## src/rtl/sig_xbar.sv

```systemverilog
module sig_xbar #(
  parameter int N_IN   = 20,
  parameter int N_OUT  = 8,
  parameter int N_EDGE = 4,
  parameter int ADDR_W = 4,
  parameter int SEL_W  = 8
)(
  input  logic              clk,
  input  logic              rst_n,
  input  logic              bus_we,
  input  logic [1:0]        bus_be,
  input  logic [ADDR_W-1:0] bus_addr,
  input  logic [15:0]       bus_wdata,
  output logic [15:0]       bus_rdata,
  input  logic [N_IN-1:0]   sig_in,
  output logic [N_OUT-1:0]  sig_out,
  output logic [N_EDGE-1:0] irq_req,
  output logic [N_EDGE-1:0] dma_req,
  input  logic [N_EDGE-1:0] dma_ack
);
  localparam int CTL_BASE = (N_OUT + 1) / 2;
  localparam int PAD_W    = 1 << SEL_W;

  logic [N_IN-1:0]   meta_q, sync_q;
  logic [PAD_W-1:0]  pad;
  logic [SEL_W-1:0]  sel_q [N_OUT];
  logic [1:0]        act_q [N_EDGE];
  logic [1:0]        req_q [N_EDGE];
  logic [N_EDGE-1:0] prev_q, flag_q, hit, wr_ctl, clr;

  always_ff @(posedge clk or negedge rst_n)
    if (!rst_n) begin
      meta_q <= '0;
      sync_q <= '0;
    end else begin
      meta_q <= sig_in;
      sync_q <= meta_q;
    end

  assign pad = PAD_W'(sync_q);

  always_ff @(posedge clk or negedge rst_n)
    if (!rst_n) begin
      for (int n = 0; n < N_OUT; n++) sel_q[n] <= '0;
    end else if (bus_we) begin
      for (int n = 0; n < N_OUT; n++)
        if (bus_addr == ADDR_W'(n / 2) && bus_be[n % 2])
          sel_q[n] <= bus_wdata[8*(n % 2) +: SEL_W];
    end

  always_comb
    for (int n = 0; n < N_OUT; n++) sig_out[n] = pad[sel_q[n]];

  always_comb
    for (int k = 0; k < N_EDGE; k++) begin
      wr_ctl[k]  = bus_we && bus_addr == ADDR_W'(CTL_BASE + k / 2) && bus_be[k % 2];
      hit[k]     = (sig_out[k] && !prev_q[k] && act_q[k][0]) ||
                   (!sig_out[k] && prev_q[k] && act_q[k][1]);
      clr[k]     = (wr_ctl[k] && bus_wdata[8*(k % 2) + 4]) ||
                   (dma_ack[k] && req_q[k] == 2'b10);
      irq_req[k] = flag_q[k] && req_q[k] == 2'b01;
      dma_req[k] = flag_q[k] && req_q[k] == 2'b10;
    end

  always_ff @(posedge clk or negedge rst_n)
    if (!rst_n) begin
      prev_q <= '0;
      flag_q <= '0;
      for (int k = 0; k < N_EDGE; k++) begin
        act_q[k] <= '0;
        req_q[k] <= '0;
      end
    end else begin
      for (int k = 0; k < N_EDGE; k++) begin
        prev_q[k] <= sig_out[k];
        if (wr_ctl[k]) begin
          act_q[k] <= bus_wdata[8*(k % 2) +: 2];
          req_q[k] <= bus_wdata[8*(k % 2) + 2 +: 2];
        end
        if (hit[k])      flag_q[k] <= 1'b1;
        else if (clr[k]) flag_q[k] <= 1'b0;
      end
    end

  always_comb begin
    bus_rdata = '0;
    for (int n = 0; n < N_OUT; n++)
      if (bus_addr == ADDR_W'(n / 2))
        bus_rdata[8*(n % 2) +: 8] = 8'(sel_q[n]);
    for (int k = 0; k < N_EDGE; k++)
      if (bus_addr == ADDR_W'(CTL_BASE + k / 2))
        bus_rdata[8*(k % 2) +: 8] = {3'b000, flag_q[k], req_q[k], act_q[k]};
  end

  for (genvar n = 0; n < N_OUT; n++) begin : g_out_chk

    out_range_chk: assert property (@(posedge clk) disable iff (!rst_n)
      (sel_q[n] >= SEL_W'(N_IN)) |-> !sig_out[n]);

    lane_keep_chk: assert property (@(posedge clk) disable iff (!rst_n)
      (bus_we && !bus_be[n % 2]) |=> $stable(sel_q[n]));
  end

  for (genvar k = 0; k < N_EDGE; k++) begin : g_edge_chk

    flag_src_chk: assert property (@(posedge clk) disable iff (!rst_n)
      $rose(flag_q[k]) |-> ($past(sig_out[k]) != $past(prev_q[k])));

    w1c_chk: assert property (@(posedge clk) disable iff (!rst_n)
      (wr_ctl[k] && bus_wdata[8*(k % 2) + 4] && !hit[k]) |=> !flag_q[k]);

    dma_clr_chk: assert property (@(posedge clk) disable iff (!rst_n)
      (dma_ack[k] && dma_req[k] && !hit[k]) |=> !flag_q[k]);

    irq_mode_chk: assert property (@(posedge clk) disable iff (!rst_n)
      irq_req[k] |-> (flag_q[k] && !dma_req[k]));
  end
endmodule

```

## config.mk

```make
export PLATFORM = sky130hd
export DESIGN_NAME = sig_xbar
export DESIGN_NICKNAME = d
export VERILOG_FILES = /design/src/rtl/sig_xbar.sv
export SDC_FILE = /design/constraint.sdc
export NUM_CORES = 1
export LEC_CHECK = 0
export ABC_CLOCK_PERIOD_IN_PS = 1700
export BUFFER_PORTS_ARGS = -buffer_cell sky130_fd_sc_hd__buf_4
export CELL_PAD_IN_SITES_DETAIL_PLACEMENT = 0
export CELL_PAD_IN_SITES_GLOBAL_PLACEMENT = 2
export CORE_MARGIN = 2
export CORE_UTILIZATION = 40
export DETAILED_ROUTE_END_ITERATION = 12
export PLACE_DENSITY_LB_ADDON = 0.1
export SETUP_SLACK_MARGIN = 0.5
export SLEW_MARGIN = 0
export SYNTH_ARGS = -nofsm -noshare
export SYNTH_HDL_FRONTEND = slang
export SYNTH_SLANG_ARGS = --single-unit
```

## constraint.sdc

```tcl
create_clock -name clk -period 1.7 [get_ports clk]
set_input_delay 0.085 -clock clk [delete_from_list [all_inputs] [get_ports clk]]
set_output_delay 0.085 -clock clk [all_outputs]
set_load 0.05 [all_outputs]
```

==> results of run 1 <==
==> what timing repair did <==
action / in CTS / in global routing
setup endpoints to repair: 43 / 48
buffers inserted: 23 / 15
endpoints found under the hold margin: 123 / 0
hold buffers: 37 / 0
resized for setup: 126 / 50
pin swaps: 28 / 9
==> layer usage <==
metal	vias up	wire [µm]	track usage, %
met2	147	9976	37.68
li1	2437	-	-
met1	2727	9123	34.11
met3	25	1050	3.866
met4	0	429	8.538
met5	-	0	0
==> placed cells by master (no fill, tap or decap), drive strengths merged, types with 3 or more instances in the layout <==
| master | netlist | routed |
|---|---|---|
| buf | 21 | 187 |
| dfrtp | 128 | 128 |
| mux2 | 88 | 88 |
| dlygate4sd3 | 0 | 37 |
| mux4 | 35 | 35 |
| mux2i | 31 | 31 |
| nand2 | 30 | 30 |
| nor2 | 23 | 23 |
| clkbuf | 7 | 22 |
| a21oi | 18 | 18 |
| o21ai | 16 | 16 |
| nand3b | 15 | 15 |
| nor3 | 13 | 13 |
| o22ai | 9 | 9 |
| inv | 9 | 9 |
| a22o | 8 | 8 |
| nor3b | 8 | 8 |
| nand2b | 7 | 7 |
| nand3 | 7 | 7 |
| and2 | 6 | 6 |
| and3 | 6 | 6 |
| bufinv | 0 | 5 |
| nor2b | 5 | 5 |
| or3 | 4 | 4 |
| a211oi | 4 | 4 |
| o31ai | 4 | 4 |
| o311ai | 4 | 4 |
| a2bb2oi | 3 | 3 |
| and3b | 3 | 3 |
| a41o | 3 | 3 |
| and4 | 3 | 3 |
| clkinvlp | 0 | 3 |
==> final cells by class <==
cell class | count | area [µm²] | area share [%]
clock inverter | 10 | 182.7 | 1.775
tap | 220 | 275.3 | 2.674
timing repair buffer | 224 | 2132 | 20.71
multi-input combinational | 365 | 3959 | 38.46
inverter | 9 | 33.78 | 0.3282
sequential | 128 | 3247 | 31.54
clock buffer | 22 | 464.2 | 4.510
==> power by group through the flow <==
stage          registers (W)  logic, W  clock network [W]
6_report             0.00420   0.00428            0.00400
5_1_grt              0.00428   0.00455            0.00423
4_1_cts              0.00418   0.00401            0.00408
3_5_place_dp         0.00423   0.00335                  0
3_3_place_gp         0.00421   0.00332                  0
2_1_floorplan        0.00394   0.00248                  0
==> stage by stage <==
step / total power (W) / TNS [ps] / setup slack, ps
2_1_floorplan: 0.006422 / 0 / 12.66
3_3_place_gp: 0.007533 / -1665 / -245.4
3_5_place_dp: 0.007582 / -1896 / -258.9
4_1_cts: 0.01228 / -5554 / -499.4
5_1_grt: 0.01305 / -7413 / -602.1
6_report: 0.01248 / -5988 / -516.9
==> registers in the layout, indices dropped and copies added (netlist names) <==
register / flops
prev_q: 4
req_q: 8
flag_q: 4
meta_q: 20
act_q: 8
sync_q: 20
sel_q: 64
==> cell families (layout without fill, tap and decap cells) <==
kind of cell           after synthesis  in the layout
buffers and inverters               38            265
AND/OR/NAND/NOR                    138            138
multiplexers                       154            154
AO/OA/AOI/OAI                       73             73
flip-flops                         128            128
==> worst max-delay path: stages (launching register included) <==
cell and delay [ps]:
dfrtp_1 410, buf_6 130, buf_6 100, mux4_2 470, o22ai_2 180, o31ai_2 100, and4_4 180, buf_8 150
==> path summary, 6_finish.rpt <==
path | from | to | slack, ps | cells after the start
max reg2reg | sync_q[11] | flag_q[2] | -220 | 8
min | rst_n | req_q[6] | 160 | 2
max | sync_q[11] | sig_out[3] | -520 | 7
min reg2reg | meta_q[15] | sync_q[15] | 350 | 0
min in group clk | dma_ack[1] | flag_q[1] | 160 | 6
max in group asynchronous | rst_n | sel_q[17] | 900 | 3
==> impl_metrics.env, run 1 <==
export IMPL_status="finished, violations left"
export IMPL_violations="setup timing"
export IMPL_cp_max_fo=3
export IMPL_stdcell_area_um2=10290
export IMPL_grt_max_degree=52
export IMPL_instances_no_fill=978
export IMPL_finalNetCount=794
export IMPL_cts_buffers=17
export IMPL_hold_class="input pin to asynchronous set/reset pin"
export IMPL_vias=5336
export IMPL_initial_utilization_pct=41.01
export IMPL_grt_pass1_vias=5613
export IMPL_cts_max_level=4
export IMPL_syn_inst=531
export IMPL_synth_area_leaders="dfrtp_1 (47%), mux2_2 (14%), mux4_2 (9.6%)"
export IMPL_path_clk_slew_ps=60
export IMPL_synth_top_area_share_pct=46.93
export IMPL_netSwitchingFraction_pct=31.12
export IMPL_synth_most_common_cell="dfrtp_1"
export IMPL_placed_cell_area_um2=8403
export IMPL_post_route_period_util_pct=130.4
export IMPL_post_route_util_pct=61.85
export IMPL_dp_hpwl_mm=14.70
export IMPL_routed_wl_mm=20.58
export IMPL_setup_slack_ps=-516.9
export IMPL_drt_iter0_drc=240
export IMPL_drive_above_1_share_pct=61.61
export IMPL_ys_types=46
export IMPL_endpoint_kind="output port"
export IMPL_rsz0062_at_grt="yes"
export IMPL_synth_edff_count=0
export IMPL_synth_flop_cell="dfrtp_1"
export IMPL_ir_drop_mv=0.6834
export IMPL_antenna_cells=0
export IMPL_antenna_left=0
export IMPL_fp_coreArea_um2=16640
export IMPL_die_h_um=134.6
export IMPL_clock_sinks=128
export IMPL_synth_top_family_by_area="multiplexers"
export IMPL_syn_num_nets=580
export IMPL_synth_adder_area_share_pct=0
export IMPL_grt_ovfl_total=0
export IMPL_hold_slack_ps=157.1
export IMPL_synth_ff_latch_count=128
export IMPL_drc=0
export IMPL_seqPwrFrac_pct=33.7
export IMPL_slew_viol_final=0
export IMPL_yosys_top_cells_count="dfrtp_1 (128), mux2_2 (87), mux2i_1 (31), mux4_2 (29), nand2_1 (26)"
export IMPL_antenna_found_initial=0
export IMPL_core_rowCount=47
export IMPL_synthMuxAreaShare_pct=31.00
export IMPL_synth_simple_area_share_pct=11.99
export IMPL_start_kind="flip-flop"
export IMPL_post_place_cells=871
export IMPL_final_setup_skew_ps=8.464
export IMPL_syn_area_per_cell_um2=12.85
export IMPL_io_pins=81
export IMPL_power_density_nw_per_um2=1212
export IMPL_synth_compound_area_share_pct=7.021
export IMPL_fill_cells=1341
export IMPL_cts_buffer_depth=2
export IMPL_vias_per_cell=5.456
export IMPL_criticalPathCategory="flip-flop to output port"
export IMPL_place_congestion=0.8417
export IMPL_p_int_w=0.008594
export IMPL_die_area_um2=18120
export IMPL_ys_warn_count=0
export IMPL_grt_pass1_wl_mm=32.63
export IMPL_syn_cell_area_um2=6825
export IMPL_fin_crit_ps=2217
export IMPL_static_leakage_power_nw=4.407
export IMPL_cts_root_buf="clkbuf_16"
export IMPL_synth_top_area_cell="dfrtp_1"
export IMPL_required_ps=1620
export IMPL_clock_power_share_pct=32.1
export IMPL_critPathArrivalTime_ps=2130
export IMPL_p_sw_w=0.003884
export IMPL_combPwrFrac_pct=34.3
export IMPL_port_buffers=80
export IMPL_post_drt_wl_per_cell_um=21.04
export IMPL_max_slew_margin_pct=67.56
export IMPL_grtUsageTotal_pct=24.06
export IMPL_synthXorXnorAreaFrac_pct=0
export IMPL_max_freq_ghz=0.4511
export IMPL_cap_violations=0
export IMPL_worstSkewPairLatency_ps=420
export IMPL_die_w_um=134.6
export IMPL_ys_seq_area_share_pct=46.93
export IMPL_ys_async_sr_fraction_pct=100.0
export IMPL_cts_tree="built"
export IMPL_first_pass_iters=4
export IMPL_syn_to_final_growth_pct=50.82
export IMPL_setup_violations=21
export IMPL_hold_viol=0
export IMPL_tightest_slew_ps=482.9
(Power assumes the default switching activity.)
==> run 2, diff against run 1 <==
==> constraint.sdc (replaced) <==
create_clock -name clk -period 1.7 [get_ports clk]
set_input_delay 0.085 -clock clk [delete_from_list [all_inputs] [get_ports clk]]
set_output_delay 0.085 -clock clk [all_outputs]
set_load 0.01 [all_outputs]
==> impl_metrics.env, run 2 (synthesis gave the netlist of run 1 again) <==
export IMPL_cts_buffer_depth=2
export IMPL_placed_cell_area_um2=8177
export IMPL_vias=5386
export IMPL_post_place_cells=860
export IMPL_dp_hpwl_mm=14.35
export IMPL_grt_max_degree=57
export IMPL_grt_ovfl_total=0
export IMPL_core_rowCount=47
export IMPL_grt_pass1_vias=5762
export IMPL_largest_register_ffs=64
export IMPL_cts_tree="built"
export IMPL_max_slew_margin_pct=63.43
export IMPL_cts_root_buf="clkbuf_16"
export IMPL_stdcell_area_um2=10080
export IMPL_final_cell_mix="buf_4 (136), dfrtp_1 (81), mux2_2 (60)"
export IMPL_die_w_um=134.6
export IMPL_fp_coreArea_um2=16640
export IMPL_clock_sinks=128
export IMPL_post_drt_wl_per_cell_um=21.19
export IMPL_regMostFlops="sel_q"
export IMPL_setup_violations=21
export IMPL_place_congestion=0.8741
export IMPL_cts_buffers=17
export IMPL_crit_chain="mux4_2 -> o22ai_4 -> o31ai_4 -> and4_4 -> buf_4"
export IMPL_critPathArrivalTime_ps=2040
export IMPL_cpLargestDelayFamily="multiplexers"
export IMPL_ir_drop_mv=0.9119
export IMPL_power_w=0.01199
export IMPL_post_route_period_util_pct=124.8
export IMPL_critPathBufInv=1
export IMPL_status="finished, violations left"
export IMPL_max_stage_delay_ps=580
export IMPL_tightest_slew_ps=540.0
export IMPL_instances_no_fill=973
export IMPL_hold_viol=0
export IMPL_port_buffers=80
export IMPL_reg_top3="sel_q: 64 flops, meta_q: 20 flops, sync_q: 20 flops"
export IMPL_finalNetCount=789
export IMPL_cts_max_level=4
export IMPL_vias_per_cell=5.535
export IMPL_path_clk_slew_ps=60
export IMPL_antenna_left=0
export IMPL_hold_depth=3
export IMPL_die_h_um=134.6
export IMPL_static_leakage_power_nw=4.303
export IMPL_antenna_found_initial=0
export IMPL_worst_path_stages=5
export IMPL_drc=0
export IMPL_criticalPathCategory="flip-flop to output port"
export IMPL_final_setup_skew_ps=8.023
export IMPL_cp_max_fo=6
export IMPL_antenna_cells=0
export IMPL_worstSkewPairLatency_ps=410
export IMPL_slew_viol_final=0
export IMPL_slowest_stage="mux4_2"
export IMPL_syn_to_final_growth_pct=47.63
export IMPL_die_area_um2=18120
export IMPL_drt_iter0_drc=324
export IMPL_routed_wl_mm=20.61
export IMPL_grt_pass1_wl_mm=32.65
export IMPL_io_pins=81
export IMPL_fin_crit_ps=2121
export IMPL_hold_class="input pin to flip-flop"
export IMPL_initial_utilization_pct=41.01
export IMPL_r2r_cells=7
export IMPL_start_kind="flip-flop"
export IMPL_post_route_util_pct=60.54
export IMPL_required_ps=1620
export IMPL_max_freq_ghz=0.4714
export IMPL_power_density_nw_per_um2=1190
export IMPL_cap_violations=0
export IMPL_mostFrequentLayoutCell="buf_4"
export IMPL_first_pass_iters=5
export IMPL_drive_above_1_share_pct=62.15
export IMPL_setup_slack_ps=-421.2
export IMPL_rsz0062_at_grt="yes"
export IMPL_post_place_ws_ps=-201.0
export IMPL_endpoint_kind="output port"
export IMPL_violations="setup timing"
export IMPL_grtUsageTotal_pct=23.98
## run 2: cell types whose count changed in the layout (fill, tap and decap cells not counted), sizes merged
cell	change
clkinvlp	-1
buf	-6
clkbuf	-2
inv	+1
clkdlybuf4s18	+1
clkinv	+2
## run 2: metrics by stage
stage / hold WS (ps) / setup TNS (ps)
after global routing: 108.8 / -5894
final: 112.4 / -4396
after floorplan: -210.6 / 0
after global placement: 58.17 / -1131
after CTS: 103.8 / -4381
after detailed placement: 62.93 / -1160
## run 2: worst register-to-register path, cell delays in order (launching register included)
cell	delay (ps)
dfrtp_2	450
mux4_2	490
o22ai_2	190
o31ai_2	90
and4b_4	210
buf_6	120
buf_6	100
mux2i_1	110
## run 2: timing repair
action | 4_1_cts | 5_1_grt
endpoints found under the hold margin | 114 | 0
setup buffers | 32 | 12
resized for setup | 123 | 36
hold buffers | 37 | 0
pin swaps | 30 | 20
gates cloned | 0 | 0
endpoints found under the setup margin | 39 | 40
## run 2: path summary, 6_finish.rpt
path / start / end / slack [ps]
min in group asynchronous: rst_n / sel_q[14] / 160
min: bus_addr[1] / req_q[7] / 110
max: sel_q[56] / sig_out[0] / -420
max reg2reg: sync_q[11] / flag_q[1] / -170
max in group asynchronous: rst_n / sync_q[0] / 870
min reg2reg: meta_q[1] / sync_q[1] / 340
## run 2: where the power goes
part           leakage (nW)  internal (W)  total [W]  switching, W
Combinational          2.46       0.00222    0.00369       0.00147
Sequential             1.52       0.00359    0.00420      0.000617
Clock                 0.323       0.00273    0.00410       0.00137
## run 2: cell type report
class,count,area [µm²]
clock buffers,20,466.7
clock inverters,12,205.2
fillers,1353,6566
inverters,9,33.78
multi-input cells,365,3866
flip-flops and latches,128,3262
well taps,220,275.3
repair buffers,219,1967
## run 2: metal layers
layer	vias to the layer above	wire, µm	global-route usage (%)	share of wire, %
li1	2425	-	-	-
met3	19	1130	5.255	5.5
met4	0	252	6.199	1.2
met1	2758	9282	32.70	45
met5	-	0	0	0
met2	184	9948	39.06	48
==> run 3, diff against run 2 <==
--- a/config.mk
+++ b/config.mk
@@ -5,12 +5,12 @@
 export SDC_FILE = /design/constraint.sdc
 export NUM_CORES = 1
 export LEC_CHECK = 0
-export ABC_CLOCK_PERIOD_IN_PS = 1700
+export ABC_CLOCK_PERIOD_IN_PS = 1750
 export BUFFER_PORTS_ARGS = -buffer_cell sky130_fd_sc_hd__buf_4
 export CELL_PAD_IN_SITES_DETAIL_PLACEMENT = 0
 export CELL_PAD_IN_SITES_GLOBAL_PLACEMENT = 2
 export CORE_MARGIN = 2
-export CORE_UTILIZATION = 40
+export CORE_UTILIZATION = 36
 export DETAILED_ROUTE_END_ITERATION = 12
 export PLACE_DENSITY_LB_ADDON = 0.1
 export SETUP_SLACK_MARGIN = 0.5
==> constraint.sdc (replaced) <==
create_clock -name clk -period 1.75 [get_ports clk]
set_input_delay 0.0875 -clock clk [delete_from_list [all_inputs] [get_ports clk]]
set_output_delay 0.0875 -clock clk [all_outputs]
set_load 0.01 [all_outputs]
==> impl_metrics.env, run 3 (synthesis gave the netlist of run 1 again) <==
export IMPL_status="finished, violations left"
export IMPL_violations="setup timing"
export IMPL_final_setup_skew_ps=6.997
export IMPL_path_clk_slew_ps=60
export IMPL_io_pins=81
export IMPL_final_cell_mix="buf_4 (122), dfrtp_1 (92), mux2_2 (83)"
export IMPL_cap_violations=0
export IMPL_fp_coreArea_um2=18640
export IMPL_power_w=0.01111
export IMPL_syn_to_final_growth_pct=45.26
export IMPL_hold_viol=0
export IMPL_r2r_cells=7
export IMPL_required_ps=1660
export IMPL_drive_above_1_share_pct=59.97
export IMPL_critPathArrivalTime_ps=2050
export IMPL_antenna_left=0
export IMPL_reg2reg_to="flag_q[2]"
export IMPL_static_leakage_power_nw=4.233
export IMPL_initial_utilization_pct=36.61
export IMPL_mostFrequentLayoutCell="buf_4"
export IMPL_antenna_found_initial=0
export IMPL_cts_max_level=4
export IMPL_post_route_period_util_pct=122.0
export IMPL_ir_drop_mv=0.7076
export IMPL_finalNetCount=783
export IMPL_dp_hpwl_mm=14.74
export IMPL_max_slew_margin_pct=65.73
export IMPL_largest_register_ffs=64
export IMPL_vias=5277
export IMPL_cts_buffers=17
export IMPL_max_freq_ghz=0.4685
export IMPL_endpoint="sig_out[6]"
export IMPL_crit_path_start="sync_q[11]"
export IMPL_criticalPathCategory="flip-flop to output port"
export IMPL_regMostFlops="sel_q"
export IMPL_cts_buffer_depth=2
export IMPL_grt_pass1_wl_mm=32.55
export IMPL_routed_wl_mm=20.63
export IMPL_place_congestion=0.8368
export IMPL_fin_crit_ps=2134
export IMPL_die_h_um=141.7
export IMPL_worstSkewPairLatency_ps=420
export IMPL_drt_iter0_drc=232
export IMPL_power_density_nw_per_um2=1121
export IMPL_drc=0
export IMPL_reg_top3="sel_q: 64 flops, meta_q: 20 flops, sync_q: 20 flops"
export IMPL_endpoint_kind="output port"
export IMPL_post_route_util_pct=53.18
export IMPL_grt_max_degree=59
export IMPL_cts_root_buf="clkbuf_16"
export IMPL_setup_violations=18
export IMPL_reg2reg_from="sel_q[40]"
export IMPL_rsz0062_at_grt="yes"
export IMPL_core_rowCount=50
export IMPL_die_w_um=141.7
export IMPL_cp_max_fo=6
export IMPL_grt_ovfl_total=0
export IMPL_start_kind="flip-flop"
export IMPL_first_pass_iters=4
export IMPL_setup_slack_ps=-384.3
export IMPL_hold_class="input pin to asynchronous set/reset pin"
export IMPL_grtUsageTotal_pct=21.69
export IMPL_vias_per_cell=5.374
export IMPL_post_drt_wl_per_cell_um=21.01
export IMPL_cts_tree="built"
export IMPL_clock_sinks=128
export IMPL_tightest_slew_ps=513.0
export IMPL_r2r_setup_slack_ps=-120
export IMPL_grt_pass1_vias=5485
export IMPL_slew_viol_final=0
export IMPL_die_area_um2=20080
export IMPL_port_buffers=80
## run 3: changes by cell type in the layout (fill, tap and decap cells not counted), moves of 7 or more
| cell | before | now |
|---|---|---|
| mux2_2 | 60 | 83 |
| buf_4 | 136 | 122 |
| mux2_4 | 28 | 5 |
| dfrtp_1 | 81 | 92 |
| buf_6 | 36 | 43 |
| dfrtp_2 | 47 | 36 |
## run 3: layer usage
metal / vias up / global-route usage (%) / routed length, µm / part of all wire (%)
met1: 2691 / 30.40 / 9493 / 46
met3: 27 / 3.712 / 882 / 4.3
li1: 2420 / - / - / -
met4: 0 / 7.947 / 425 / 2.1
met2: 139 / 34.01 / 9827 / 48
met5: - / 0 / 0 / 0
## run 3: power by group
part | switching, W | total, W | internal, W | leakage [nW]
combinational | 0.00140 | 0.00347 | 0.00207 | 2.40
sequential | 0.000590 | 0.00407 | 0.00348 | 1.54
clock | 0.00134 | 0.00357 | 0.00224 | 0.294
## run 3: critical path: stages (launching register included)
cell	delay, ps
dfrtp_2	450
buf_6	130
mux4_2	480
mux2i_1	150
nor2_1	80
a21oi_2	160
a211oi_2	50
buf_4	140
## run 3: per-stage QoR
step                      hold slack, ps  setup TNS [ps]  instances  area [µm²]  setup slack [ps]
after floorplan                   -208.1               0        531        6923             188.3
after detailed placement           71.18          -432.6        871        8087            -119.8
after global routing               184.0           -5210        981        9912            -478.2
after global placement             68.10          -297.9        871        8087            -106.2
after CTS                          147.0           -4067        970        9691            -452.1
final                              167.6           -3839        982        9915            -384.3
## run 3: worst min-delay path by stage
stage	endpoint	from	slack, ps
global placement	req_q[7]	rst_n	70
detailed placement	req_q[7]	rst_n	70
finish	req_q[6]	rst_n	170
floorplan	act_q[0]	rst_n	-210
global route	req_q[7]	rst_n	180
CTS	flag_q[1]	dma_ack[1]	150
## run 3: final cells by class
type | instances | area, µm²
tap | 234 | 292.8
timing repair buffer | 213 | 1981
inverter | 9 | 33.78
fill | 1637 | 8728
sequential | 128 | 3248
clock inverter | 14 | 166.4
multi-input combinational | 365 | 3761
antenna | 1 | 2.502
clock buffer | 18 | 429.2
## run 3: what timing repair did
item / 4_1_cts / 5_1_grt
endpoints found under the setup margin: 38 / 47
hold endpoints to repair: 123 / 0
resized for setup: 119 / 35
pin swaps: 35 / 19
buffers inserted: 30 / 11
hold buffers: 37 / 0
